### src/rtl/ecp_link_pkg.sv
`timescale 1ns/1ps
package ecp_link_pkg;
  localparam int BYTE_W = 8;
  localparam int CHAN_W = BYTE_W - 1;

  typedef enum logic [2:0] {
    ST_IDLE,
    ST_FWD_ACK,
    ST_REV_RD,
    ST_REV_SETUP,
    ST_REV_WAIT_HI,
    ST_REV_WAIT_LO
  } link_st_e;

  // top bit of a command byte: 1 = channel number, 0 = run-length count
  function automatic logic is_chan_cmd(input logic [BYTE_W-1:0] b);
    return b[BYTE_W-1];
  endfunction

  function automatic logic [CHAN_W-1:0] chan_of(input logic [BYTE_W-1:0] b);
    return b[CHAN_W-1:0];
  endfunction
endpackage

### src/rtl/ecp_sync.sv
`timescale 1ns/1ps
module ecp_sync #(
  parameter int W = 3,
  parameter int STAGES = 2,
  parameter logic [W-1:0] RST_VAL = '0
) (
  input  logic         clk,
  input  logic         rst_n,
  input  logic [W-1:0] d,
  output logic [W-1:0] q
);
  logic [W-1:0] chain [STAGES];

  always_ff @(posedge clk or negedge rst_n) begin
    if (!rst_n) begin
      for (int i = 0; i < STAGES; i++) chain[i] <= RST_VAL;
    end else begin
      chain[0] <= d;
      for (int i = 1; i < STAGES; i++) chain[i] <= chain[i-1];
    end
  end

  assign q = chain[STAGES-1];
endmodule

### src/rtl/ecp_cmd_decode.sv
`timescale 1ns/1ps
module ecp_cmd_decode
  import ecp_link_pkg::*;
(
  input  logic              clk,
  input  logic              rst_n,
  input  logic              cap_ev,
  input  logic              cap_mode,
  input  logic [BYTE_W-1:0] cap_byte,
  output logic [CHAN_W-1:0] chan,
  output logic [BYTE_W-1:0] fn_wdata,
  output logic              fn_wr,
  output logic              rle_seen
);
  // named events, visible to assertions
  logic data_ev, chan_ev, rle_ev;
  assign data_ev = cap_ev & cap_mode;
  assign chan_ev = cap_ev & ~cap_mode & is_chan_cmd(cap_byte);
  assign rle_ev  = cap_ev & ~cap_mode & ~is_chan_cmd(cap_byte);

  always_ff @(posedge clk or negedge rst_n) begin
    if (!rst_n) begin
      chan     <= '0;
      fn_wdata <= '0;
      fn_wr    <= 1'b0;
      rle_seen <= 1'b0;
    end else begin
      fn_wr    <= data_ev;
      rle_seen <= rle_ev;
      if (data_ev) fn_wdata <= cap_byte;
      if (chan_ev) chan <= chan_of(cap_byte);
    end
  end

  p_wr_pulse_r2: assert property (@(posedge clk) disable iff (!rst_n)
    fn_wr |=> !fn_wr);
  p_rle_keeps_chan_r4: assert property (@(posedge clk) disable iff (!rst_n)
    rle_seen |-> chan == $past(chan));
  p_rle_no_wr_r4: assert property (@(posedge clk) disable iff (!rst_n)
    rle_seen |-> !fn_wr);
endmodule

### src/rtl/ecp_link_ctrl.sv
`timescale 1ns/1ps
module ecp_link_ctrl
  import ecp_link_pkg::*;
(
  input  logic              clk,
  input  logic              rst_n,
  input  logic              s_strobe_n,
  input  logic              s_ack,
  input  logic              s_rev,
  input  logic [BYTE_W-1:0] pad_in,
  input  logic [BYTE_W-1:0] fn_rdata,
  output logic              cap_ev,
  output logic              cap_mode,
  output logic [BYTE_W-1:0] cap_byte,
  output logic              periph_ack,
  output logic              periph_strobe_n,
  output logic [BYTE_W-1:0] pad_out,
  output logic              pad_oe,
  output logic              fn_rd
);
  link_st_e st;
  logic prev_strobe_n;
  logic fall_ev;

  assign fall_ev  = prev_strobe_n & ~s_strobe_n;
  assign cap_ev   = (st == ST_IDLE) & fall_ev;
  assign cap_mode = s_ack;
  assign cap_byte = pad_in;
  assign fn_rd    = (st == ST_REV_RD);

  always_ff @(posedge clk or negedge rst_n) begin
    if (!rst_n) begin
      st              <= ST_IDLE;
      prev_strobe_n   <= 1'b1;
      periph_ack      <= 1'b0;
      periph_strobe_n <= 1'b1;
      pad_out         <= '0;
      pad_oe          <= 1'b0;
    end else begin
      prev_strobe_n <= s_strobe_n;
      unique case (st)
        ST_IDLE: begin
          if (fall_ev) begin          // forward wins a tie
            periph_ack <= 1'b1;
            st         <= ST_FWD_ACK;
          end else if (s_rev) begin
            st <= ST_REV_RD;
          end
        end
        ST_FWD_ACK: begin
          if (s_strobe_n) begin
            periph_ack <= 1'b0;
            st         <= ST_IDLE;
          end
        end
        ST_REV_RD: begin
          pad_out <= fn_rdata;
          pad_oe  <= 1'b1;
          st      <= ST_REV_SETUP;
        end
        ST_REV_SETUP: begin
          periph_strobe_n <= 1'b0;
          st              <= ST_REV_WAIT_HI;
        end
        ST_REV_WAIT_HI: begin
          if (s_ack) begin
            periph_strobe_n <= 1'b1;
            st              <= ST_REV_WAIT_LO;
          end
        end
        ST_REV_WAIT_LO: begin
          if (!s_ack) begin
            pad_oe <= 1'b0;
            st     <= ST_IDLE;
          end
        end
        default: st <= ST_IDLE;
      endcase
    end
  end

  p_ack_hold_r5: assert property (@(posedge clk) disable iff (!rst_n)
    periph_ack && !s_strobe_n |=> periph_ack);
  p_ack_no_drive_r6: assert property (@(posedge clk) disable iff (!rst_n)
    periph_ack |-> !pad_oe);
  p_rd_pulse_r7: assert property (@(posedge clk) disable iff (!rst_n)
    fn_rd |=> !fn_rd);
  p_out_stable_r7: assert property (@(posedge clk) disable iff (!rst_n)
    pad_oe && $past(pad_oe) |-> pad_out == $past(pad_out));
  p_strobe_needs_oe_r8: assert property (@(posedge clk) disable iff (!rst_n)
    !periph_strobe_n |-> pad_oe);
  p_no_cap_in_rev_r9: assert property (@(posedge clk) disable iff (!rst_n)
    cap_ev |-> !pad_oe);
endmodule

### src/rtl/ecp_periph_link.sv
`timescale 1ns/1ps
module ecp_periph_link
  import ecp_link_pkg::*;
#(
  parameter int SYNC_STAGES = 2
) (
  input  logic              clk,
  input  logic              rst_n,
  input  logic              host_strobe_n,
  input  logic              host_mode,
  input  logic              rev_req,
  input  logic [BYTE_W-1:0] pad_data_in,
  output logic [BYTE_W-1:0] pad_data_out,
  output logic              pad_oe,
  output logic              periph_ack,
  output logic              periph_strobe_n,
  output logic [CHAN_W-1:0] fn_addr,
  output logic [BYTE_W-1:0] fn_wdata,
  output logic              fn_wr,
  output logic              fn_rd,
  input  logic [BYTE_W-1:0] fn_rdata,
  output logic              rle_seen
);
  localparam int CTRL_W = 3;

  logic [CTRL_W-1:0] s_ctrl;
  logic              cap_ev, cap_mode;
  logic [BYTE_W-1:0] cap_byte;

  ecp_sync #(.W(CTRL_W), .STAGES(SYNC_STAGES), .RST_VAL(3'b100)) u_sync (
    .clk(clk), .rst_n(rst_n),
    .d({host_strobe_n, host_mode, rev_req}),
    .q(s_ctrl)
  );

  ecp_link_ctrl u_ctrl (
    .clk(clk), .rst_n(rst_n),
    .s_strobe_n(s_ctrl[2]), .s_ack(s_ctrl[1]), .s_rev(s_ctrl[0]),
    .pad_in(pad_data_in), .fn_rdata(fn_rdata),
    .cap_ev(cap_ev), .cap_mode(cap_mode), .cap_byte(cap_byte),
    .periph_ack(periph_ack), .periph_strobe_n(periph_strobe_n),
    .pad_out(pad_data_out), .pad_oe(pad_oe), .fn_rd(fn_rd)
  );

  ecp_cmd_decode u_dec (
    .clk(clk), .rst_n(rst_n),
    .cap_ev(cap_ev), .cap_mode(cap_mode), .cap_byte(cap_byte),
    .chan(fn_addr), .fn_wdata(fn_wdata), .fn_wr(fn_wr), .rle_seen(rle_seen)
  );

  p_wr_rd_excl_r9: assert property (@(posedge clk) disable iff (!rst_n)
    !(fn_wr && fn_rd));
endmodule

### config.mk
export PLATFORM = sky130hd
export DESIGN_NAME = ecp_periph_link
export DESIGN_NICKNAME = d
export VERILOG_FILES = /design/src/rtl/ecp_link_pkg.sv /design/src/rtl/ecp_sync.sv /design/src/rtl/ecp_cmd_decode.sv /design/src/rtl/ecp_link_ctrl.sv /design/src/rtl/ecp_periph_link.sv
export SDC_FILE = /design/constraint.sdc
export NUM_CORES = 1
export LEC_CHECK = 0
export ABC_AREA = 1
export BUFFER_PORTS_ARGS = -buffer_cell sky130_fd_sc_hd__buf_4
export CORE_AREA = 5 5 72 74
export DETAILED_ROUTE_END_ITERATION = 16
export DIE_AREA = 0 0 77 79
export PLACE_DENSITY = 0.57
export SYNTH_ARGS = -nofsm -noshare
export SYNTH_HDL_FRONTEND = slang
export SYNTH_SLANG_ARGS = --single-unit
### constraint.sdc
create_clock -name clk -period 1.65 [get_ports clk]
set_input_delay 0.165 -clock clk [delete_from_list [all_inputs] [get_ports clk]]
set_output_delay 0.165 -clock clk [all_outputs]
set_load 0.03 [all_outputs]
==> impl_metrics.py, run 1 <==
metrics = {
    "timing": {
        "fin_skew_ns": 0.00556,
        "slew_viol_final": 0,
        "fin_tns_setup_ns": 0,
        "tightest_slew_ns": 0.466,
        "maxSlewHeadroom": 0.690,
        "max_freq_mhz": 689,
        "period_needed_ns": 1.45,
        "rsz0062_at_grt": "no",
        "finalHoldViolations": 0,
        "finalCritPeriodShare": 0.879,
        "setup_ws_ns": 0.199,
        "timing.hold.ws_ns": 0.0678,
        "setup_viol_count_final": 0,
    },
    "global_route": {
        "busiest_layer": "met2",
        "grt_pass1_wl_mm": 5.25,
        "antenna_found_initial": 0,
        "gr-usage-all-layers": 0.107,
        "grt_pass1_vias": 1145,
        "met2_usage": 0.163,
        "grt_max_degree": 39,
        "globalRouteMet3Util": 0.0488,
        "overflow": 0,
        "grt_util_met1": 0.133,
    },
    "clock_network": {
        "cts.sinks": 38,
        "cts-htree-levels": 2,
        "root_buffer": "clkbuf_8",
        "cts_tree": "done",
        "cts.clk_slew.worst_paths_ns": 0.07,
        "clockBufferDepth": 2,
        "clock_latency_ns": 0.29,
        "cts_made_buffers": 5,
    },
    "synth": {
        "avgSynthCellArea_um2": 9.80,
        "synthTopCellsByArea": "dfrtp_1 (57%), nand2_1 (14%), dfstp_2 (7.0%), inv_1 (4.8%), o21ai_2 (4.1%)",
        "ys_types": 21,
        "synth_top_area_frac": 0.568,
        "yosysMostFrequentCell": "nand2_1",
        "synth_seq_cells": 38,
        "synth-main-ff-cell": "dfrtp_1",
        "synth.largest_area_cell": "dfrtp_1",
        "synth.net_count": 174,
        "ys_seq_area_frac": 0.638,
        "yosys_warnings": 0,
        "synth_edf_count": 0,
        "yosys-top-cells-count": "nand2_1 (55), dfrtp_1 (34), inv_1 (19), nor2_1 (8)",
        "synthArstFlopShare": 1.00,
        "syn_area_um2": 1500,
        "synthCells": 153,
    },
    "run_status": {
        "status": "finished, final reports clean",
    },
    "critical_path": {
        "worstSetupEndpointType": "primary output",
        "reg2reg_slack_ns": 0.22,
        "critPathRequiredTime_ns": 1.48,
        "reg2reg_from": "u_ctrl.prev_strobe_n$_DFF_PN1_",
        "cp.arrival_ns": 1.29,
        "worst_setup_path_start_kind": "register",
        "rr_worst_depth": 7,
        "reg2reg_to": "u_dec.chan[1]$_DFFE_PN0P_",
        "worstSetupPathType": "register to primary output",
        "path_max_fanout": 5,
    },
    "power": {
        "p_per_area_nw_per_um2": 1990,
        "leakagePower_uw": 0.00112,
        "finalPower_uw": 4120,
        "ir_drop_mv": 0.775,
    },
    "floorplanning": {
        "design.core.area_um2": 4540,
        "die-area_um2": 6080,
        "io_pins": 50,
        "fp-row-count": 25,
        "die_y_um": 79,
        "die_width_um": 77,
        "initial_core_util": 0.330,
    },
    "finish": {
        "stdcell_count": 267,
        "areaGrowthSynthToFinish_pct": 38.2,
        "drive_gt1_frac": 0.347,
        "finalNetCount": 233,
        "antenna_cells": 0,
    },
    "drt": {
        "wl_per_cell_um": 11.6,
        "routed_via_density": 4.32,
        "num_vias": 1154,
        "wl_mm": 3.09,
        "firstDrtPassIters": 4,
        "final_antenna_net_count": 0,
        "post-route-drc-count": 0,
        "drt_iter0_markers": 56,
    },
    "place": {
        "place_worst_setup_slack_ns": 0.201,
        "place_inst": 254,
        "numPortBuffers": 49,
        "place_congestion": 0.771,
        "dp_hpwl_mm": 2.22,
    },
    "min_path": {
        "hp-start": "fn_rdata[2]",
        "min_path_type": "input port to register",
        "hold-path-cell-count": 3,
        "hold_path_end": "u_ctrl.pad_out[2]$_DFFE_PN0P_",
    },
    "run": {
        "max_cap_violations": 0,
    },
}
-- where the power goes --
| group | internal (uW) | switching (uW) |
|---|---|---|
| logic | 691 | 1170 |
| clock network | 452 | 314 |
| registers | 1280 | 208 |
| total | 2430 | 1690 |
-- critical path, stage by stage (launching register included) --
cell        delay (ns)
dfrtp_1           0.42
inv_1             0.11
nand3_1           0.16
clkinvlp_4        0.13
buf_4             0.18
-- cells in the final DEF, fill, tap and decap left out, types with 4 or more instances in the layout --
master and n:
inv_1 19, o21ai_1 7, nor2_1 8, nand2_1 55, o21ai_2 7, dlygate4sd3_1 4, o21ai_0 4, dfstp_2 4
buf_4 51, clkbuf_8 5, dfrtp_1 34
-- layer usage --
metal / share of wire / up-vias
li1: - / 586
met1: 0.45 / 516
met2: 0.44 / 46
met3: 0.093 / 6
met4: 0.017 / 0
met5: 0 / -
-- flip-flops by register name, indices dropped and copies added, names as in the netlist --
name / flops
u_ctrl.pad_oe: 1
u_ctrl.prev_strobe_n: 1
u_dec.rle_seen: 1
u_sync.q: 3
u_dec.fn_wr: 1
u_ctrl.periph_strobe_n: 1
u_dec.fn_wdata: 8
u_ctrl.periph_ack: 1
u_ctrl.st: 3
u_sync.chain: 3
u_ctrl.pad_out: 8
u_dec.chan: 7
-- worst max path at each step --
stage / start / to / slack, ns / cells past startpoint
3_3_place_gp: u_ctrl.prev_strobe_n$_DFF_PN1_ / u_dec.chan[0]$_DFFE_PN0P_ / 0.25 / 7
5_1_grt: u_ctrl.prev_strobe_n$_DFF_PN1_ / u_dec.chan[4]$_DFFE_PN0P_ / 0.05 / 7
3_5_place_dp: u_ctrl.prev_strobe_n$_DFF_PN1_ / u_dec.chan[1]$_DFFE_PN0P_ / 0.20 / 7
6_report: u_ctrl.st[2]$_DFFE_PN0P_ / fn_rd / 0.20 / 4
4_1_cts: u_ctrl.st[2]$_DFFE_PN0P_ / fn_rd / 0.06 / 4
2_1_floorplan: u_ctrl.prev_strobe_n$_DFF_PN1_ / u_dec.chan[2]$_DFFE_PN0P_ / 0.28 / 8
-- per-stage QoR --
step	util	cell area (um2)
6_report	0.457	2070
3_5_place_dp	0.422	1910
4_1_cts	0.454	2060
2_1_floorplan	-	1500
5_1_grt	0.457	2070
3_3_place_gp	0.422	1910
-- what timing repair did --
item                                    CTS  global route
endpoints found under the setup margin    0             1
gates resized for setup                   0             1
hold endpoints to repair                 37             0
setup buffers                             0             1
hold buffers                              4             0
-- cell families (layout without fill, tap and decap cells) --
logic type / count (synthesis) / count (layout) / share of synthesized area
AO/OA/AOI/OAI: 19 / 19 / 0.0826
buffers and inverters: 23 / 83 / 0.0684
flip-flops: 38 / 38 / 0.638
AND/OR/NAND/NOR: 73 / 73 / 0.211
-- area by class of cell --
cell class	instances	area, um2
sequential	38	956
inverter	20	78.8
timing repair buffer	55	423
fill	452	2460
clock inverter	1	30.0
multi-input combinational	92	440
clock buffer	7	76.3
tap	54	67.6
Note: power is estimated with default switching activity, not from simulation.
==> run 2, diff against run 1 <==
--- a/config.mk
+++ b/config.mk
@@ -10,7 +10,7 @@
 export CORE_AREA = 5 5 72 74
 export DETAILED_ROUTE_END_ITERATION = 16
 export DIE_AREA = 0 0 77 79
-export PLACE_DENSITY = 0.57
+export PLACE_DENSITY = 0.61
 export SYNTH_ARGS = -nofsm -noshare
 export SYNTH_HDL_FRONTEND = slang
 export SYNTH_SLANG_ARGS = --single-unit
==> run 2 against run 1 <==
  * Hold slack gained 0.0071 ns
  * Sequential power barely moved
  * Global-route usage increased by 0.25 points
  * Critical endpoint unchanged
==> impl_metrics.py, run 2 (same netlist as run 1, synthesis figures left out) <==
metrics = {
    "clock_network": {
        "cts_made_buffers": 5,
        "cts.clk_slew.worst_paths_ns": 0.07,
        "clockBufferDepth": 2,
        "cts.sinks": 38,
        "postCtsSetupBuffers": 0,
        "cts_tree": "done",
        "cts-htree-levels": 2,
        "clock_latency_ns": 0.28,
        "root_buffer": "clkbuf_8",
    },
    "timing": {
        "fin_skew_ns": 0.00557,
        "maxSlewHeadroom": 0.683,
        "finalHoldViolations": 0,
        "setup_viol_count_final": 0,
        "tightest_slew_ns": 0.475,
        "slew_viol_final": 0,
        "timing.hold.ws_ns": 0.0749,
        "finalCritPeriodShare": 0.896,
        "period_needed_ns": 1.48,
        "max_freq_mhz": 676,
        "fin_tns_setup_ns": 0,
        "setup_ws_ns": 0.171,
        "rsz0062_at_grt": "no",
    },
    "critical_path": {
        "crit_path_max_incr_delay_ns": 0.43,
        "critPathRequiredTime_ns": 1.48,
        "worst_setup_path_start_kind": "register",
        "cp.arrival_ns": 1.31,
        "worstSetupPathType": "register to primary output",
        "path_max_fanout": 9,
        "worstSetupEndpointType": "primary output",
        "slowest_stage": "dfrtp_1",
        "worstPathCellList": "inv_1 -> nand3_1 -> inv_2 -> buf_4",
    },
    "finish": {
        "fillers": 464,
        "areaGrowthSynthToFinish_pct": 37.5,
        "final_common_cell": "nand2_1",
        "top_regs": "u_ctrl.pad_out (8), u_dec.fn_wdata (8), u_dec.chan (7)",
        "final_area_um2": 2060,
        "finalNetCount": 232,
        "antenna_cells": 0,
        "final_cell_mix": "nand2_1 (55), buf_4 (50), dfrtp_1 (34), inv_1 (19), nor2_1 (8)",
        "drive_gt1_frac": 0.344,
    },
    "place": {
        "dpl_cell_area_um2": 1910,
        "place_worst_setup_slack_ns": 0.193,
        "numPortBuffers": 49,
        "dp_hpwl_mm": 2.27,
        "place_congestion": 0.754,
    },
    "drt": {
        "wl_per_cell_um": 11.5,
        "final_antenna_net_count": 0,
        "num_vias": 1138,
        "routed_via_density": 4.28,
        "post-route-drc-count": 0,
        "drt_iter0_markers": 33,
        "firstDrtPassIters": 4,
        "wl_mm": 3.06,
    },
    "floorplanning": {
        "die-area_um2": 6080,
        "fp-row-count": 25,
        "die_width_um": 77,
        "die_y_um": 79,
        "io_pins": 50,
        "initial_core_util": 0.330,
        "design.core.area_um2": 4540,
    },
    "global_route": {
        "overflow": 0,
        "grt_max_degree": 39,
        "grt_pass1_vias": 1144,
        "antenna_found_initial": 0,
        "gr-usage-all-layers": 0.110,
        "grt_pass1_wl_mm": 5.37,
    },
    "power": {
        "leakagePower_uw": 0.00112,
        "p_per_area_nw_per_um2": 1980,
        "ir_drop_mv": 0.918,
    },
    "run": {
        "max_cap_violations": 0,
    },
    "min_path": {
        "min_path_type": "input port to register",
    },
    "run_status": {
        "status": "finished, final reports clean",
    },
}
==> run 2: cell types whose count changed in the layout (fill, tap and decap cells not counted) <==
| cell | before | now |
|---|---|---|
| buf_4 | 51 | 50 |
| inv_2 | 0 | 1 |
| clkinvlp_4 | 1 | 0 |
==> run 2: critical path, delay by kind of cell, from the launching register on <==
kind	cells	cell delay, ns
AND/OR/NAND/NOR	1	0.12
buffers and inverters	3	0.47
flip-flops	1	0.43
==> run 2: worst paths after layout <==
| kind | start | depth (start not counted) | slack, ns | endpoint |
|---|---|---|---|---|
| max | u_ctrl.st[2]$_DFFE_PN0P_ | 4 | 0.17 | fn_rd |
| min | fn_rdata[4] | 3 | 0.07 | u_ctrl.pad_out[4]$_DFFE_PN0P_ |
| max reg2reg | u_ctrl.prev_strobe_n$_DFF_PN1_ | 7 | 0.20 | u_dec.chan[5]$_DFFE_PN0P_ |
| min reg2reg | u_sync.chain[3]$_DFF_PN0_ | 0 | 0.36 | u_sync.q[0]$_DFF_PN0_ |
| max in group asynchronous | rst_n | 2 | 0.91 | u_sync.chain[5]$_DFF_PN1_ |
| min in group asynchronous | rst_n | 2 | 0.38 | u_dec.fn_wdata[6]$_DFFE_PN0P_ |
==> run 2: metrics by stage <==
step | power, uW | util | std cells
after floorplan | 2670 | - | 153
after global placement | 3360 | 0.422 | 254
after detailed placement | 3380 | 0.422 | 254
after CTS | 4160 | 0.454 | 266
after global routing | 4400 | 0.454 | 266
final | 4090 | 0.454 | 266
==> run 2: layout make-up <==
cell class | instances | area, um2 | share of cell area
multi-input combinational | 92 | 440 | 0.214
inverter | 20 | 75.1 | 0.0364
clock buffer | 7 | 76.3 | 0.0370
timing repair buffer | 54 | 415 | 0.202
sequential | 38 | 956 | 0.464
tap | 54 | 67.6 | 0.0328
clock inverter | 1 | 30.0 | 0.0146
==> run 2: what timing repair did <==
action                     in CTS  in global routing
hold buffers                    4                  0
setup endpoints to repair       0                  1
gates resized for setup         0                  1
hold endpoints to repair       37                  0
==> run 2: where the power goes <==
part	switching, uW	internal (uW)
Sequential	211	1280
Clock	298	452
Combinational	1160	678
Total	1670	2410
==> run 2: metal layers <==
metal,share of wire,track usage,up-vias
li1,-,-,584
met1,0.46,0.141,512
met2,0.46,0.166,37
met3,0.078,0.0465,5
met4,0.0092,0.0361,0
met5,0,0,-
